<file path="config.mk">
export PLATFORM = sky130hd
export DESIGN_NAME = sysclk_selector
export DESIGN_NICKNAME = d
export VERILOG_FILES = /design/src/rtl/sysclk_sel_pkg.sv /design/src/rtl/rdy_sync.sv /design/src/rtl/sysclk_switch_fsm.sv /design/src/rtl/pll_rc_guard.sv /design/src/rtl/sysclk_selector.sv
export SDC_FILE = /design/constraint.sdc
export NUM_CORES = 1
export LEC_CHECK = 0
export BUFFER_PORTS_ARGS = -buffer_cell sky130_fd_sc_hd__buf_4
export CAP_MARGIN = 20
export CORE_AREA = 2 2 51 53
export CTS_CLUSTER_DIAMETER = 120
export DETAILED_ROUTE_END_ITERATION = 16
export DIE_AREA = 0 0 53 55
export PLACE_DENSITY_LB_ADDON = 0.2
export SLEW_MARGIN = 20
export SYNTH_ARGS = -nofsm -noshare
export SYNTH_HDL_FRONTEND = slang
export SYNTH_SLANG_ARGS = --single-unit
</file>
<file path="constraint.sdc">
create_clock -name clk_ref -period 1.9 [get_ports clk_ref]
set_input_delay 0.19 -clock clk_ref [delete_from_list [all_inputs] [get_ports clk_ref]]
set_output_delay 0.19 -clock clk_ref [all_outputs]
set_load 0.02 [all_outputs]
</file>
<file path="src/rtl/sysclk_sel_pkg.sv">
package sysclk_sel_pkg;
  localparam int unsigned NUM_SRC = 3;
  localparam logic [1:0] CODE_HIRC = 2'b00;
  localparam logic [1:0] CODE_HEXT = 2'b01;
  localparam logic [1:0] CODE_PLL  = 2'b10;
  localparam logic [1:0] CODE_RSVD = 2'b11;

  typedef enum logic [1:0] {
    ST_RUN  = 2'd0,
    ST_WAIT = 2'd1,
    ST_CUT  = 2'd2,
    ST_HOLD = 2'd3
  } sw_state_e;
endpackage

</file>
<file path="src/rtl/rdy_sync.sv">
module rdy_sync #(
  parameter int unsigned STAGES = 2
) (
  input  logic clk,
  input  logic rst_n,
  input  logic d,
  output logic q
);
  logic [STAGES-1:0] sh;

  always_ff @(posedge clk or negedge rst_n) begin
    if (!rst_n) sh <= '0;
    else        sh <= {sh[STAGES-2:0], d};
  end

  assign q = sh[STAGES-1];
endmodule

</file>
<file path="src/rtl/sysclk_switch_fsm.sv">
module sysclk_switch_fsm
  import sysclk_sel_pkg::*;
(
  input  logic               clk,
  input  logic               rst_n,
  input  logic [NUM_SRC-1:0] rdy_ok,
  input  logic [NUM_SRC-1:0] tick,
  input  logic               req_we,
  input  logic [1:0]         req_code,
  output logic [1:0]         active,
  output logic [1:0]         target,
  output logic               switching,
  output logic               fail,
  output logic               fallback,
  output logic               sysclk_en
);
  sw_state_e  state;
  logic       gate_on;
  logic       req_ok;
  logic [3:0] rdy4;
  logic [3:0] tick4;

  assign rdy4     = {1'b0, rdy_ok};
  assign tick4    = {1'b0, tick};
  assign req_ok   = req_we && (req_code != CODE_RSVD);
  assign fallback = (active != CODE_HIRC) && !rdy4[active];

  always_ff @(posedge clk or negedge rst_n) begin
    if (!rst_n) begin
      state   <= ST_RUN;
      active  <= CODE_HIRC;
      target  <= CODE_HIRC;
      gate_on <= 1'b1;
      fail    <= 1'b0;
    end else if (fallback) begin
      active  <= CODE_HIRC;
      target  <= CODE_HIRC;
      gate_on <= 1'b0;
      fail    <= 1'b1;
      state   <= ST_HOLD;
    end else begin
      if (req_ok) target <= req_code;
      case (state)
        ST_RUN: begin
          if (target != active) state <= ST_WAIT;
        end
        ST_WAIT: begin
          if (target == active)  state <= ST_RUN;
          else if (rdy4[target]) state <= ST_CUT;
        end
        ST_CUT: begin
          if (!rdy4[target]) begin
            state <= ST_WAIT;
          end else if (!tick4[active]) begin
            gate_on <= 1'b0;
            active  <= target;
            state   <= ST_HOLD;
          end
        end
        default: begin
          if (!tick4[active]) begin
            gate_on <= 1'b1;
            state   <= ST_RUN;
          end
        end
      endcase
    end
  end

  assign switching = (state != ST_RUN);
  assign sysclk_en = gate_on && tick4[active];

  // a normal handover lands only on a source that was usable the cycle before
  a_r3_switch_needs_ready: assert property (@(posedge clk) disable iff (!rst_n)
    ((active != $past(active)) && !$past(fallback)) |-> (|($past(rdy4) & (4'b0001 << active))))
    else $error("a_r3_switch_needs_ready");

  // the reserved code never reaches the target register
  a_r2_reserved_ignored: assert property (@(posedge clk) disable iff (!rst_n)
    ($past(req_we) && ($past(req_code) == CODE_RSVD) && !$past(fallback)) |-> (target == $past(target)))
    else $error("a_r2_reserved_ignored");

  // the gated enable only rises after a low cycle of the active train
  a_r8_whole_first_pulse: assert property (@(posedge clk) disable iff (!rst_n)
    $rose(sysclk_en) |-> !(|($past(tick4) & (4'b0001 << active))))
    else $error("a_r8_whole_first_pulse");

  // failure flag is sticky and coincides with the RC being active
  a_r9_fail_sticky: assert property (@(posedge clk) disable iff (!rst_n)
    $past(fail) |-> fail)
    else $error("a_r9_fail_sticky");

  a_r9_fallback_to_rc: assert property (@(posedge clk) disable iff (!rst_n)
    $rose(fail) |-> (active == CODE_HIRC && target == CODE_HIRC))
    else $error("a_r9_fallback_to_rc");
endmodule

</file>
<file path="src/rtl/pll_rc_guard.sv">
module pll_rc_guard
  import sysclk_sel_pkg::*;
#(
  parameter int unsigned CFG_W   = 8,
  parameter int unsigned REF_BIT = 0
) (
  input  logic             clk,
  input  logic             rst_n,
  input  logic             pll_en,
  input  logic             cfg_we,
  input  logic [CFG_W-1:0] cfg_wdata,
  input  logic             hirc_stop,
  input  logic             hirc_start,
  input  logic [1:0]       active,
  input  logic [1:0]       target,
  input  logic             fallback,
  output logic             pll_on,
  output logic [CFG_W-1:0] pll_cfg,
  output logic             hirc_on
);
  logic pll_in_use;
  logic rc_in_use;

  assign pll_in_use = (active == CODE_PLL) || (target == CODE_PLL);
  assign rc_in_use  = (active == CODE_HIRC) || (target == CODE_HIRC) ||
                      (pll_in_use && !pll_cfg[REF_BIT]);

  always_ff @(posedge clk or negedge rst_n) begin
    if (!rst_n) begin
      pll_on  <= 1'b0;
      pll_cfg <= '0;
      hirc_on <= 1'b1;
    end else begin
      pll_on <= pll_en || (pll_on && pll_in_use);
      if (cfg_we && !pll_on) pll_cfg <= cfg_wdata;
      if (fallback || hirc_start) hirc_on <= 1'b1;
      else if (hirc_stop && !rc_in_use) hirc_on <= 1'b0;
    end
  end

  // settings frozen while the PLL was running
  a_r5_cfg_locked: assert property (@(posedge clk) disable iff (!rst_n)
    $past(pll_on) |-> $stable(pll_cfg))
    else $error("a_r5_cfg_locked");

  // the RC keeps running while it drives the clock directly or via the PLL
  a_r6_rc_kept: assert property (@(posedge clk) disable iff (!rst_n)
    ((active == CODE_HIRC) || ((active == CODE_PLL) && !pll_cfg[REF_BIT])) |-> hirc_on)
    else $error("a_r6_rc_kept");

  // an active PLL stays enabled
  a_r10_pll_held: assert property (@(posedge clk) disable iff (!rst_n)
    (active == CODE_PLL) |-> pll_on)
    else $error("a_r10_pll_held");
endmodule

</file>
<file path="src/rtl/sysclk_selector.sv">
module sysclk_selector
  import sysclk_sel_pkg::*;
#(
  parameter int unsigned CFG_W       = 8,
  parameter int unsigned SYNC_STAGES = 2,
  parameter int unsigned REF_BIT     = 0
) (
  input  logic               clk_ref,
  input  logic               rst_n,
  input  logic [NUM_SRC-1:0] src_tick,
  input  logic [NUM_SRC-1:0] src_rdy,
  input  logic               req_we,
  input  logic [1:0]         req_code,
  input  logic               pll_en,
  input  logic               cfg_we,
  input  logic [CFG_W-1:0]   cfg_wdata,
  input  logic               hirc_stop,
  input  logic               hirc_start,
  output logic [1:0]         src_target,
  output logic [1:0]         src_active,
  output logic               switching,
  output logic               clk_fail,
  output logic               hirc_on,
  output logic               pll_clk_ok,
  output logic [CFG_W-1:0]   pll_cfg,
  output logic               sysclk_en
);
  localparam int unsigned IDX_RC  = 0;
  localparam int unsigned IDX_PLL = NUM_SRC - 1;

  logic [NUM_SRC-1:0] rdy_s;
  logic [NUM_SRC-1:0] usable;
  logic               pll_on;
  logic               fallback;

  for (genvar g = 0; g < NUM_SRC; g++) begin : g_sync
    rdy_sync #(.STAGES(SYNC_STAGES)) u_sync (
      .clk   (clk_ref),
      .rst_n (rst_n),
      .d     (src_rdy[g]),
      .q     (rdy_s[g])
    );
  end

  always_comb begin
    usable          = rdy_s;
    usable[IDX_RC]  = rdy_s[IDX_RC] && hirc_on;
    usable[IDX_PLL] = rdy_s[IDX_PLL] && pll_on;
  end

  assign pll_clk_ok = usable[IDX_PLL];

  sysclk_switch_fsm u_fsm (
    .clk       (clk_ref),
    .rst_n     (rst_n),
    .rdy_ok    (usable),
    .tick      (src_tick),
    .req_we    (req_we),
    .req_code  (req_code),
    .active    (src_active),
    .target    (src_target),
    .switching (switching),
    .fail      (clk_fail),
    .fallback  (fallback),
    .sysclk_en (sysclk_en)
  );

  pll_rc_guard #(.CFG_W(CFG_W), .REF_BIT(REF_BIT)) u_guard (
    .clk        (clk_ref),
    .rst_n      (rst_n),
    .pll_en     (pll_en),
    .cfg_we     (cfg_we),
    .cfg_wdata  (cfg_wdata),
    .hirc_stop  (hirc_stop),
    .hirc_start (hirc_start),
    .active     (src_active),
    .target     (src_target),
    .fallback   (fallback),
    .pll_on     (pll_on),
    .pll_cfg    (pll_cfg),
    .hirc_on    (hirc_on)
  );

  // gated output only follows the active source's train
  a_r7_en_follows_active: assert property (@(posedge clk_ref) disable iff (!rst_n)
    sysclk_en |-> src_tick[src_active])
    else $error("a_r7_en_follows_active");

  // the PLL becomes active only while reported usable
  a_r4_pll_active_ok: assert property (@(posedge clk_ref) disable iff (!rst_n)
    ($changed(src_active) && (src_active == CODE_PLL)) |-> $past(pll_clk_ok))
    else $error("a_r4_pll_active_ok");
endmodule

</file>
# After elaboration in Yosys (flattened, before gate mapping)
# Cells that the tools add are included.
[totals]
ff_bits = 24
output_inout_bits = 17
[classes]
n_eq_ne = 14
n_reduce_logical = 31
magnitude_cmp = 2
mux = 27
[ops]
columns = ["operator", "n"]
rows = [
  ["2-bit two-way mux", 13],
  ["2-bit nonzero test", 6],
  ["1-bit logical AND", 9],
  ["1-bit two-way mux", 9],
  ["1-bit binary-select mux with 2-bit select", 3],
  ["2-bit == test (second input constant)", 3],
  ["2-bit logical NOT", 3],
  ["2-bit by 3-bit less-than comparator with 1-bit output (second input constant)", 2],
  ["3-bit by 1-bit inequality test with 1-bit output (second input constant)", 2],
  ["2-bit case mux with 3 select lines", 1],
  ["3-bit AND reduction", 2],
  ["1-bit logical OR", 5],
  ["5-bit by 4-bit inequality test with 1-bit output (second input constant)", 1],
  ["1-bit logical NOT", 4],
  ["2-bit by 1-bit inequality test with 1-bit output (second input constant)", 2],
  ["4-bit by 1-bit inequality test with 1-bit output (second input constant)", 1],
  ["4-bit by 3-bit inequality test with 1-bit output (second input constant)", 1],
  ["4-bit AND reduction", 1],
  ["2-bit by 1-bit == test with 1-bit output (second input constant)", 1],
  ["2-bit == test", 1],
  ["2-bit inequality test", 1],
  ["2-bit inequality test (second input constant)", 1],
  ["1-bit case mux with 2 select lines", 1],
  ["2-bit OR reduction", 1],
]

# Longest topological paths before layout
[depth]
depth_word = 8
mapped_depth = 5

# Modules after synthesis
# A second synthesis with hierarchy kept.
[unflattened]
hier_cells = 93
hier_area_um2 = 1138.6
[modules_own_cells]
columns = ["module", "n_inst", "area_per_inst_um2", "cells_per_inst"]
rows = [
  ["sysclk_switch_fsm", 1, 574.3, 57],
  ["pll_rc_guard", 1, 401.6, 28],
  ["rdy_sync", 3, 50.0, 2],
  ["sysclk_selector", 1, 12.5, 2],
]

# Worst setup path after synthesis
# OpenSTA, ideal clock, no wires.
[synth_path]
path_kind = "flip-flop to flip-flop"
from = "register u_fsm.target[0]"
to = "register u_fsm.state[1]"
setup_time_ps = 124
path_stages_with_launch = 6
slack_ps = 209
synth_period_minus_slack_ps = 1691
arrival_ps = 1568
required_ps = 1776
path_cell_list = "dfrtp_1 -> buf_4 -> and4bb_4 -> a311oi_4 -> mux2i_1 -> a211o_1"
[synth_between]
elab_chain_cells = 5
[synth_rtl]
columns = ["element", "line", "rtl"]
rows = [
  ["start: declaration", "sysclk_switch_fsm.sv:11", "output logic [1:0] target,"],
  ["start signal: assignment", "sysclk_switch_fsm.sv:42", "if (req_ok) target <= req_code;"],
  ["1-bit binary-select mux with 2-bit select", "sysclk_switch_fsm.sv:49, sysclk_switch_fsm.sv:52", ""],
  ["1-bit two-way mux (implied by the code)", "sysclk_switch_fsm.sv:49, sysclk_switch_fsm.sv:52", ""],
  ["2-bit two-way mux", "sysclk_switch_fsm.sv:52", "if (!rdy4[target]) begin"],
  ["2-bit case mux with 3 select lines", "sysclk_switch_fsm.sv:43", "case (state)"],
  ["2-bit two-way mux", "sysclk_switch_fsm.sv:35", "end else if (fallback) begin"],
  ["end signal: assignment", "sysclk_switch_fsm.sv:45", "if (target != active) state <= ST_WAIT;"],
  ["end signal: assignment", "sysclk_switch_fsm.sv:49", "else if (rdy4[target]) state <= ST_CUT;"],
  ["end signal: assignment", "sysclk_switch_fsm.sv:53", "state <= ST_WAIT;"],
  ["end: declaration", "sysclk_switch_fsm.sv:17", "sw_state_e state;"],
]
# Several ways; a longest one is shown, not always the timed one. The select of a mux whose other input is x is not followed.
# A chain may end at the register's enable or synchronous reset.

# Worst setup path after layout
[layout_path]
from = "register u_fsm.active[1]"
to = "output sysclk_en"
[layout_between]
elab_chain_cells = 3
[layout_rtl]
columns = ["element", "line", "rtl"]
rows = [
  ["start: declaration", "sysclk_switch_fsm.sv:10", "output logic [1:0] active,"],
  ["start signal: assignment", "sysclk_switch_fsm.sv:56", "active <= target;"],
  ["1-bit binary-select mux with 2-bit select", "sysclk_switch_fsm.sv:71", "assign sysclk_en = gate_on && tick4[active];"],
  ["1-bit two-way mux (implied by the code)", "sysclk_switch_fsm.sv:71", ""],
  ["1-bit logical AND", "sysclk_switch_fsm.sv:71", ""],
  ["end: declaration", "sysclk_selector.sv:26", "output logic sysclk_en"],
]
# Every way passes these cells. The select of a mux whose other input is x is not followed.

==> reports/summary.txt <==
status -> completed
Critical Path, Cell by Cell -> mux2i_2 -> o21ai_0 -> and2_1 -> buf_4
syn_nets -> 111
Port-buffer cells -> 39
Layout Cells excl Fill -> 163
fin crit period -> 1.74 ns
Synth Warn # -> 0
slowest stage delay, CP -> 0.48 ns
pre-CTS setup slack -> 0.279 ns
Power Density -> 1390 nW/um^2
Layout Skew -> 0.00149 ns
Setup WS post-layout -> 0.165 ns
Crit path max-delay family -> flip-flops
Least-Margin Pin Slew -> 0.463 ns
Comb pwr share -> 0.438
CP Launch Type -> register
H-tree levels -> 1
all-layer global routing usage -> 0.171
slowest CP cell -> dfrtp_2
Sw Ratio -> 0.359
CP endpoint kind -> output port
area grow syn2layout -> 39.2%
synthesized area per cell -> 12.2 um^2
Ports -> 40
Leak Pwr -> 0.000679 uW
drt pass-1 iters -> 4
fill cell count -> 189
number of DRC markers in iteration 0 -> 9
clk buf depth -> 2
most frequent cells in the layout -> buf_4, dfrtp_1, mux2_2
slew margin rel. -> 0.691
DIE HEIGHT -> 55 um
drc violations -> 0
Slew Viols, Final -> 0
Setup TNS -> 0 ns
gr ovfl total -> 0
CTS clk-pin slew, worst paths -> 0.13 ns
clk sinks -> 24
part of the cycle the worst path needs -> 0.913
first-pass GRT wire length -> 3.62 mm
Netlist Area Pre-Place -> 1070 um^2
Wirelength per Cell -> 12.6 um
post-detail-place hpwl -> 1.62 mm
design internal power -> 1330 uW
final hold slack -> 0.0491 ns
cell taking the most area after synthesis -> dfrtp_1
Clk Latency, worst-skew pair -> 0.31 ns
largest net degree at the start of global routing -> 25
Min-Delay Path Class -> in -> reg
Worst Path Buf+Inv -> 1
Synth cell types -> 34
TritonCTS Buffers -> 3
final hold viol count -> 0
total power draw -> 2080 uW
unrepaired setup endpoints after global routing -> false
Cell Count Post-Placement -> 155
die width -> 53 um
commonest non-fill, non-tap cell in the layout -> buf_4
initial antenna violation count -> 0
Setup Viol. Count Final -> 0
synthesized flop and latch total -> 24
WS Path Type -> reg -> out
root buf cell -> clkbuf_4
Clock Power Share -> 0.175
Sw Pwr -> 749 uW
Worst Path Arrival -> 1.55 ns
diode count -> 0
CORE AREA -> 2360 um^2
antenna-violating nets left -> 0
Worst Path Required -> 1.71 ns
nets@finish -> 157
Initial Utilization -> 0.454
vias in the first global route -> 863
die area -> 2920 um^2
maximum vdd drop -> 878 uV
GPL Wtd Cong -> 0.842
CTS tree -> done
Rows -> 18
Synth area leaders -> dfrtp_1, mux2_2, dfstp_2, mux2i_1, a311oi_4
via count -> 856
Peak Freq -> 576 MHz
Mapped Cells -> 88
Max-Cap Viols -> 0
post-synth top area share -> 0.512
Max FO, Critical Path -> 9
register area share after synthesis -> 0.561
WL final -> 2.05 mm
Setup Buffers After CTS -> 0
sequential group share of total power -> 0.387
DR vias/cell -> 5.25
area taken by multi-input logic gates -> 435 um^2
share of cells above drive strength 1 -> 0.459
Register Area -> 604 um^2
[logic make-up after synthesis]
family	count (synthesis)	share of synthesized area
DFF	24	0.561
buffers and inverters	9	0.0373
AOI/OAI and AO/OA	22	0.158
and+or+nand+nor	20	0.115
xor gates and xnor gates	2	0.0163
muxes	11	0.112
[final cells by class]
class | instances | share of cell area
Clock buffer | 3 | 0.0151
Sequential cell | 24 | 0.404
Multi-Input combinational cell | 55 | 0.291
Clock inverter | 1 | 0.0201
Tap cell | 30 | 0.0251
Inverter | 5 | 0.0125
Timing Repair Buffer | 45 | 0.232
[timing repair]
item / in CTS / in global routing
hold endpoints to repair: 25 / 0
endpoints found under the setup margin: 0 / 1
hold buffers: 4 / 0
resized for setup: 0 / 2
[worst paths after layout]
kind / endpoint / slack, ns / cells after the start / from
setup / recovery: sysclk_en / 0.16 / 4 / u_fsm.active[1]$_DFFE_PN0P_
hold / removal: u_guard.pll_on$_DFF_PN0_ / 0.05 / 2 / pll_en
setup reg to reg: u_fsm.state[1]$_DFFE_PN0P_ / 0.26 / 4 / u_fsm.target[1]$_DFFE_PN0P_
hold reg to reg: g_sync[2].u_sync.sh[1]$_DFF_PN0_ / 0.36 / 0 / g_sync[2].u_sync.sh[0]$_DFF_PN0_
max in group asynchronous: u_fsm.gate_on$_DFFE_PN1P_ / 1.33 / 2 / rst_n
min in group asynchronous: u_guard.pll_cfg[7]$_DFFE_PN0P_ / 0.29 / 2 / rst_n
[Yosys cell counts]
library cell  instances
a211o_1               2
a211oi_1              1
a21o_1                1
a21oi_1               4
a22o_1                1
a22oi_1               1
a311oi_4              1
and2_1                1
and4b_2               1
and4bb_4              1
buf_2                 2
buf_4                 1
clkbuf_1              1
dfrtp_1              22
dfstp_2               2
inv_1                 5
mux2_2                8
mux2i_1               3
nand2_1               4
nand2b_1              2
nand3b_1              1
nor2_1                3
nor2b_1               2
nor3_1                2
nor3b_1               1
o2111ai_1             1
o211ai_1              3
o21a_1                1
o21ai_0               3
o22ai_1               1
o31ai_1               2
or2_2                 1
or4_1                 1
xnor2_1               2
[routing by layer]
layer  share of wire  wire (um)  track usage
met5               0          0            0
met2            0.53       1090        0.306
met1            0.40        812        0.210
met4          0.0093         19       0.0641
met3           0.064        130       0.0242
[power by group through the flow]
| stage | sequential, uW | clock [uW] | combinational, uW |
|---|---|---|---|
| floorplan | 881 | 0 | 515 |
| global placement | 806 | 0 | 899 |
| detailed placement | 813 | 0 | 911 |
| CTS | 803 | 375 | 920 |
| global route | 835 | 394 | 1010 |
| finish | 806 | 365 | 913 |
[flip-flops by register name, indices dropped and copies added (netlist names)]
register and count:
u_fsm.active 2, g_sync.u_sync.sh 6, u_guard.pll_cfg 8, u_fsm.state 2
u_guard.pll_on 1, u_fsm.target 2, u_fsm.gate_on 1, u_guard.hirc_on 1
u_fsm.fail 1
[through the flow]
stage	cell area, um^2	util
6_report	1500	0.633
5_1_grt	1500	0.633
4_1_cts	1490	0.631
3_5_place_dp	1400	0.592
3_3_place_gp	1400	0.592
2_1_floorplan	1070	-
Power figures use the tool's default switching activity.
